**config.mk**
```make
export PLATFORM = sky130hd
export DESIGN_NAME = ldsp_pred
export DESIGN_NICKNAME = d
export VERILOG_FILES = /design/src/rtl/ldsp_pkg.sv /design/src/rtl/ldsp_hash.sv /design/src/rtl/ldsp_ctr_table.sv /design/src/rtl/ldsp_ld_buf.sv /design/src/rtl/ldsp_pred.sv
export SDC_FILE = /design/constraint.sdc
export NUM_CORES = 2
export LEC_CHECK = 0
export BUFFER_PORTS_ARGS = -buffer_cell sky130_fd_sc_hd__buf_2
export CAP_MARGIN = 20
export CORE_MARGIN = 2
export CORE_UTILIZATION = 45
export DETAILED_ROUTE_END_ITERATION = 10
export GPL_TIMING_DRIVEN = 1
export SETUP_SLACK_MARGIN = 0.5
export SYNTH_ARGS = -nofsm -noshare
export SYNTH_HDL_FRONTEND = slang
export SYNTH_HIERARCHICAL = 1
export SYNTH_SLANG_ARGS = --single-unit
```
**constraint.sdc**
```tcl
create_clock -name clk_i -period 19.7 [get_ports clk_i]
set_input_delay 0.985 -clock clk_i [delete_from_list [all_inputs] [get_ports clk_i]]
set_output_delay 0.985 -clock clk_i [all_outputs]
set_load 0.02 [all_outputs]
```
**src/rtl/ldsp_pkg.sv**
```systemverilog
package ldsp_pkg;
  typedef logic [1:0] ctr_t;
  localparam ctr_t CTR_SNS = 2'b00;
  localparam ctr_t CTR_WNS = 2'b01;
  localparam ctr_t CTR_WS  = 2'b10;
  localparam ctr_t CTR_SS  = 2'b11;
endpackage

```
**src/rtl/ldsp_hash.sv**
```systemverilog
module ldsp_hash #(
  parameter int PC_W  = 32,
  parameter int IDX_W = 6
) (
  input  logic [PC_W-1:0]  pc_i,
  output logic [IDX_W-1:0] idx_o
);
  localparam int NCH   = (PC_W + IDX_W - 1) / IDX_W;
  localparam int PAD_W = NCH * IDX_W;

  logic [PAD_W-1:0] pad;
  assign pad = PAD_W'(pc_i);

  always_comb begin
    idx_o = '0;
    for (int k = 0; k < NCH; k++) idx_o ^= pad[k*IDX_W +: IDX_W];
  end
endmodule

```
**src/rtl/ldsp_ctr_table.sv**
```systemverilog
module ldsp_ctr_table
  import ldsp_pkg::*;
#(
  parameter int IDX_W = 6
) (
  input  logic             clk_i,
  input  logic             rst_ni,
  input  logic [IDX_W-1:0] rd_idx_i,
  output ctr_t             rd_ctr_o,
  input  logic             abt_force_i,
  input  logic [IDX_W-1:0] abt_idx_i,
  input  logic             trn_valid_i,
  input  logic             trn_inc_i,
  input  logic [IDX_W-1:0] trn_idx_i
);
  localparam int N = 1 << IDX_W;

  ctr_t [N-1:0] ctr_q;

  assign rd_ctr_o = ctr_q[rd_idx_i];

  for (genvar g = 0; g < N; g++) begin : g_ctr
    logic hit_force, hit_inc;
    assign hit_force = (abt_force_i && abt_idx_i == IDX_W'(g)) ||
                       (trn_valid_i && !trn_inc_i && trn_idx_i == IDX_W'(g));
    assign hit_inc   = trn_valid_i && trn_inc_i && trn_idx_i == IDX_W'(g);

    always_ff @(posedge clk_i or negedge rst_ni) begin
      if (!rst_ni)                              ctr_q[g] <= CTR_SS;
      else if (hit_force)                       ctr_q[g] <= CTR_SNS;  // force beats increment
      else if (hit_inc && ctr_q[g] != CTR_SS)   ctr_q[g] <= ctr_q[g] + 2'd1;
    end
  end
endmodule

```
**src/rtl/ldsp_ld_buf.sv**
```systemverilog
module ldsp_ld_buf #(
  parameter int DEPTH  = 8,
  parameter int ADDR_W = 32,
  parameter int AGE_W  = 6,
  parameter int IDX_W  = 6,
  localparam int SLOT_W = $clog2(DEPTH)
) (
  input  logic              clk_i,
  input  logic              rst_ni,
  // entry
  input  logic              al_valid_i,
  input  logic [ADDR_W-1:0] al_addr_i,
  input  logic [AGE_W-1:0]  al_age_i,
  input  logic [IDX_W-1:0]  al_hash_i,
  input  logic              al_spec_i,
  output logic              full_o,
  output logic [SLOT_W-1:0] free_slot_o,
  // store search
  input  logic              st_valid_i,
  input  logic [ADDR_W-1:0] st_addr_i,
  input  logic [AGE_W-1:0]  st_age_i,
  output logic              abt_hit_o,
  output logic [SLOT_W-1:0] abt_slot_o,
  output logic [AGE_W-1:0]  abt_age_o,
  output logic [IDX_W-1:0]  abt_hash_o,
  // commit
  input  logic              lc_valid_i,
  input  logic [SLOT_W-1:0] lc_slot_i,
  output logic              lc_spec_o,
  output logic              lc_upd_o,
  output logic [IDX_W-1:0]  lc_hash_o
);
  logic [DEPTH-1:0]              vld_q, spec_q, upd_q;
  logic [DEPTH-1:0][ADDR_W-1:0]  addr_q;
  logic [DEPTH-1:0][AGE_W-1:0]   age_q;
  logic [DEPTH-1:0][IDX_W-1:0]   hash_q;

  logic [DEPTH-1:0] match, flush;
  logic             al_fire;

  function automatic logic younger(input logic [AGE_W-1:0] a, input logic [AGE_W-1:0] b);
    logic [AGE_W-1:0] d;
    d = a - b;
    return (d != '0) && !d[AGE_W-1];
  endfunction

  // lowest free slot
  always_comb begin
    full_o      = 1'b1;
    free_slot_o = '0;
    for (int i = DEPTH - 1; i >= 0; i--) begin
      if (!vld_q[i]) begin
        full_o      = 1'b0;
        free_slot_o = SLOT_W'(i);
      end
    end
  end
  assign al_fire = al_valid_i && !full_o;

  // associative search and oldest speculative hit
  always_comb begin
    abt_hit_o  = 1'b0;
    abt_slot_o = '0;
    abt_age_o  = '0;
    abt_hash_o = '0;
    for (int i = 0; i < DEPTH; i++) begin
      match[i] = st_valid_i && vld_q[i] && addr_q[i] == st_addr_i && younger(age_q[i], st_age_i);
      if (match[i] && spec_q[i] && (!abt_hit_o || younger(abt_age_o, age_q[i]))) begin
        abt_hit_o  = 1'b1;
        abt_slot_o = SLOT_W'(i);
        abt_age_o  = age_q[i];
        abt_hash_o = hash_q[i];
      end
    end
  end

  for (genvar g = 0; g < DEPTH; g++) begin : g_flush
    assign flush[g] = abt_hit_o && vld_q[g] &&
                      (abt_slot_o == SLOT_W'(g) || younger(age_q[g], abt_age_o));
  end

  assign lc_spec_o = spec_q[lc_slot_i];
  assign lc_upd_o  = upd_q[lc_slot_i];
  assign lc_hash_o = hash_q[lc_slot_i];

  for (genvar g = 0; g < DEPTH; g++) begin : g_ent
    always_ff @(posedge clk_i or negedge rst_ni) begin
      if (!rst_ni) begin
        vld_q[g]  <= 1'b0;
        spec_q[g] <= 1'b0;
        upd_q[g]  <= 1'b0;
        addr_q[g] <= '0;
        age_q[g]  <= '0;
        hash_q[g] <= '0;
      end else if (al_fire && free_slot_o == SLOT_W'(g)) begin
        vld_q[g]  <= 1'b1;
        spec_q[g] <= al_spec_i;
        upd_q[g]  <= 1'b0;
        addr_q[g] <= al_addr_i;
        age_q[g]  <= al_age_i;
        hash_q[g] <= al_hash_i;
      end else begin
        if (flush[g] || (lc_valid_i && lc_slot_i == SLOT_W'(g))) vld_q[g] <= 1'b0;
        if (match[g] && !spec_q[g]) upd_q[g] <= 1'b1;
      end
    end
  end
endmodule

```
**src/rtl/ldsp_pred.sv**
```systemverilog
module ldsp_pred
  import ldsp_pkg::*;
#(
  parameter int PC_W     = 32,
  parameter int ADDR_W   = 32,
  parameter int AGE_W    = 6,
  parameter int IDX_W    = 6,
  parameter int LB_DEPTH = 8,
  localparam int SLOT_W  = $clog2(LB_DEPTH)
) (
  input  logic              clk_i,
  input  logic              rst_ni,
  input  logic [PC_W-1:0]   dec_pc_i,
  output logic              dec_spec_o,
  input  logic              ld_valid_i,
  input  logic [PC_W-1:0]   ld_pc_i,
  input  logic [ADDR_W-1:0] ld_addr_i,
  input  logic [AGE_W-1:0]  ld_age_i,
  input  logic              ld_loadspec_i,
  input  logic              ld_older_st_i,
  output logic              ld_issue_o,
  output logic [SLOT_W-1:0] ld_slot_o,
  output logic              ld_full_o,
  input  logic              st_valid_i,
  input  logic [ADDR_W-1:0] st_addr_i,
  input  logic [AGE_W-1:0]  st_age_i,
  input  logic              lc_valid_i,
  input  logic [SLOT_W-1:0] lc_slot_i,
  output logic              abort_o,
  output logic [SLOT_W-1:0] abort_slot_o,
  output logic [AGE_W-1:0]  abort_age_o
);
  logic [IDX_W-1:0]  dec_idx, ld_idx, abt_hash, lc_hash;
  logic              abt_hit, lc_spec, lc_upd, al_spec;
  logic [SLOT_W-1:0] abt_slot;
  logic [AGE_W-1:0]  abt_age;
  ctr_t              dec_ctr;

  ldsp_hash #(.PC_W(PC_W), .IDX_W(IDX_W)) u_hash_dec (.pc_i(dec_pc_i), .idx_o(dec_idx));
  ldsp_hash #(.PC_W(PC_W), .IDX_W(IDX_W)) u_hash_ld  (.pc_i(ld_pc_i),  .idx_o(ld_idx));

  ldsp_ctr_table #(.IDX_W(IDX_W)) u_table (
    .clk_i       (clk_i),
    .rst_ni      (rst_ni),
    .rd_idx_i    (dec_idx),
    .rd_ctr_o    (dec_ctr),
    .abt_force_i (abt_hit),
    .abt_idx_i   (abt_hash),
    .trn_valid_i (lc_valid_i),
    .trn_inc_i   (lc_spec || !lc_upd),
    .trn_idx_i   (lc_hash)
  );

  assign dec_spec_o = dec_ctr[1];
  assign al_spec    = ld_older_st_i && ld_loadspec_i;

  ldsp_ld_buf #(
    .DEPTH(LB_DEPTH), .ADDR_W(ADDR_W), .AGE_W(AGE_W), .IDX_W(IDX_W)
  ) u_lbuf (
    .clk_i       (clk_i),
    .rst_ni      (rst_ni),
    .al_valid_i  (ld_valid_i),
    .al_addr_i   (ld_addr_i),
    .al_age_i    (ld_age_i),
    .al_hash_i   (ld_idx),
    .al_spec_i   (al_spec),
    .full_o      (ld_full_o),
    .free_slot_o (ld_slot_o),
    .st_valid_i  (st_valid_i),
    .st_addr_i   (st_addr_i),
    .st_age_i    (st_age_i),
    .abt_hit_o   (abt_hit),
    .abt_slot_o  (abt_slot),
    .abt_age_o   (abt_age),
    .abt_hash_o  (abt_hash),
    .lc_valid_i  (lc_valid_i),
    .lc_slot_i   (lc_slot_i),
    .lc_spec_o   (lc_spec),
    .lc_upd_o    (lc_upd),
    .lc_hash_o   (lc_hash)
  );

  assign ld_issue_o = ld_valid_i && !ld_full_o && (!ld_older_st_i || ld_loadspec_i);

  always_ff @(posedge clk_i or negedge rst_ni) begin
    if (!rst_ni) begin
      abort_o      <= 1'b0;
      abort_slot_o <= '0;
      abort_age_o  <= '0;
    end else begin
      abort_o      <= abt_hit;
      abort_slot_o <= abt_slot;
      abort_age_o  <= abt_age;
    end
  end
endmodule

```
==> flow_summary.toml <==
[finish]
fin_nets = 3876
drive_above_1_share_pct = 34.86
design_area_um2 = 40710
area_growth_pct = 17.71
stdcell_count = 4607

[setup_path]
start_kind = "input pin"
path_common_cell = "buf_4"
r2r_slack_ps = 1220
cp-end-kind = "flop"
worstSetupPathType = "input pin to flop"
cp_max_fo = 7
critPathArrivalTime_ps = 19040
required_ps = 20210
cpPeakStageDelay_ps = 410
slowest_stage = "fa_2"

[global_route]
globalRoute.totalOverflow = 0
grt.met1_usage_pct = 41.86
antenna_found_initial = 5
use_met2_pct = 51.18
grt_pass1_wl_um = 183800
grt_use_total_pct = 31.52
grt_util_met3_pct = 4.223
busiest_layer = "met2"
grt_pass1_vias = 28110
grt_start_max_net_pins = 172

[timing]
fmax_ghz = 0.05397
final-hold-violation-count = 0
rsz0062_at_grt = "no"
period_share_pct = 94.05
finalMaxSlewViolations = 0
fin_tns_setup_ps = 0
layout_setup_ws_ps = 1172
slew_headroom_pct = 22.39
tightest_slew_ps = 1158
setup_violations = 0
fin_worst_skew_ps = 27.79
finalCriticalPeriod_ps = 18530

[route]
drc = 0
wl_per_cell_um = 27.26
dr.first_iter.drc_count = 2044
dr.pass1.iters = 5
vias = 27600
viasPerCell = 5.992
drt_wl_total_um = 125600
drtAntennaViolNets = 0

[cts]
cts.sinks = 514
htree_levels = 2
cts_buffer_depth = 3
cts.reportedPaths.clkPinSlew_ps = 60
ctsHoldBuffers = 0
clk_latency_ps = 640
cts_tree = "built"
root_buffer = "clkbuf_16"
cts_inserted_buffers = 59

[synth]
synth_area_um2 = 34580
avgSynthCellArea_um2 = 10.80
yosysWarnings = 6
synth.net_count = 3554
syn_inst = 3202

[status]
outcome = "completed"

[job]
cap_violations = 0

[floorplan]
ios = 166
die_w_um = 281.2
initial_core_util_pct = 45.46
die_area_um2 = 79080
die_y_um = 281.2
floorplan.rows = 101
core-area_um2 = 76080

[pwr]
p_int_w = 0.003514
p_sw_w = 0.002423
pwr-share-comb_pct = 47.3
clockPowerShare_pct = 19.0
vdd_ir_drop_max_v = 0.00009631
seqPwrFrac_pct = 33.7
p_per_area_nw_per_um2 = 145.9
leakage_nw = 17.50
design_power_total_w = 0.005938
sw_frac_of_total_pct = 40.81

[min_path]
holdCritPathClass = "input pin to asynchronous set/reset pin"

[place]
dp_cells = 4467
hpwl_um = 94050
io_buffers = 165
globalplace.congestion = 1.005
dpl_worst_slack_ps = -865.5
dpl_cell_area_um2 = 37960
[layout make-up]
| cell class | count | area (µm²) |
|---|---|---|
| Timing Repair Buffer | 412 | 2853 |
| Inverter | 102 | 382.9 |
| Sequential cell | 514 | 13030 |
| Multi-Input combinational cell | 2435 | 21180 |
| Antenna cell | 3 | 7.507 |
| Fill cell | 6779 | 35370 |
| Clock buffer | 90 | 1754 |
| Clock inverter | 21 | 220.2 |
| Tap cell | 1030 | 1289 |
[metal layers]
metal,share of wire (%),vias up
met3,5.6,238
met1,43,14230
met4,5.0,0
met5,0,-
li1,-,12190
met2,46,943
[final timing paths]
check	from	endpoint	depth (start not counted)
worst min register to register	u_lbuf/upd_q[2]$_DFFE_PN0P_	u_lbuf/upd_q[2]$_DFFE_PN0P_	1
worst max register to register	u_lbuf/age_q[0]$_DFFE_PN0P_	u_lbuf/vld_q[7]$_DFFE_PN0P_	101
worst min-delay path	rst_ni	u_lbuf/addr_q[226]$_DFFE_PN0P_	1
max in group asynchronous	rst_ni	u_lbuf/age_q[4]$_DFFE_PN0P_	2
min in group clk_i	u_lbuf/upd_q[2]$_DFFE_PN0P_	u_lbuf/upd_q[2]$_DFFE_PN0P_	1
worst max-delay path	st_age_i[0]	u_lbuf/vld_q[7]$_DFFE_PN0P_	101
[sequential cells by signal (all words and copies together), names as in the netlist]
register and cells:
u_lbuf/addr_q 256, u_table/ctr_q 128, u_lbuf/age_q 48, u_lbuf/hash_q 48, u_lbuf/spec_q 8, u_lbuf/upd_q 8
u_lbuf/vld_q 8, abort_age_o 6, abort_slot_o 3, abort_o 1
[layout by cell type (no fill, tap or decap), types with 22 or more instances in the layout]
master     instances
dfrtp_1          384
dfstp_2          128
a21oi_1           57
inv_1             96
nand2_1          143
mux2_2           368
nor3_1            49
o22ai_1           70
buf_4            232
nor3_2            40
o21ai_0           83
nor2_1           203
mux4_2            31
mux2i_1           84
nor4_1            79
nand2b_1          42
buf_2            155
xnor2_1          190
a21o_1            22
nand3_1           35
nand4_1           48
nor2b_1           43
ha_1             165
clkbuf_16         60
xor2_1           217
[through the flow]
stage	utilization (%)	hold slack [ps]
final	53.51	461.9
after CTS	52.55	477.5
after global placement	49.84	473.2
after global routing	53.51	519.8
after floorplan	-	457.4
after detailed placement	49.89	479.6
[power groups by stage]
stage | clock (W) | sequential [W] | combinational (W)
after CTS | 0.00114 | 0.00199 | 0.00268
after global routing | 0.00118 | 0.00206 | 0.00303
after global placement | 0 | 0.00198 | 0.00257
after detailed placement | 0 | 0.00201 | 0.00266
final | 0.00113 | 0.00200 | 0.00281
after floorplan | 0 | 0.00185 | 0.00185
[worst max-delay path: cells and delay by family]
| family | cells | cell delay, ps |
|---|---|---|
| xor+xnor | 8 | 1190 |
| buf+inv | 15 | 1990 |
| simple gates | 23 | 3680 |
| compound gates | 38 | 6290 |
| mux | 6 | 1890 |
| fa+ha+maj | 11 | 3010 |
[what timing repair did]
item | 4_1_cts | 5_1_grt
hold endpoints to repair | 0 | 0
pin swaps | 2 | 61
resized for setup | 6 | 120
setup endpoints to repair | 8 | 138
buffers inserted | 2 | 23
Note: power is estimated with default switching activity, not from simulation.
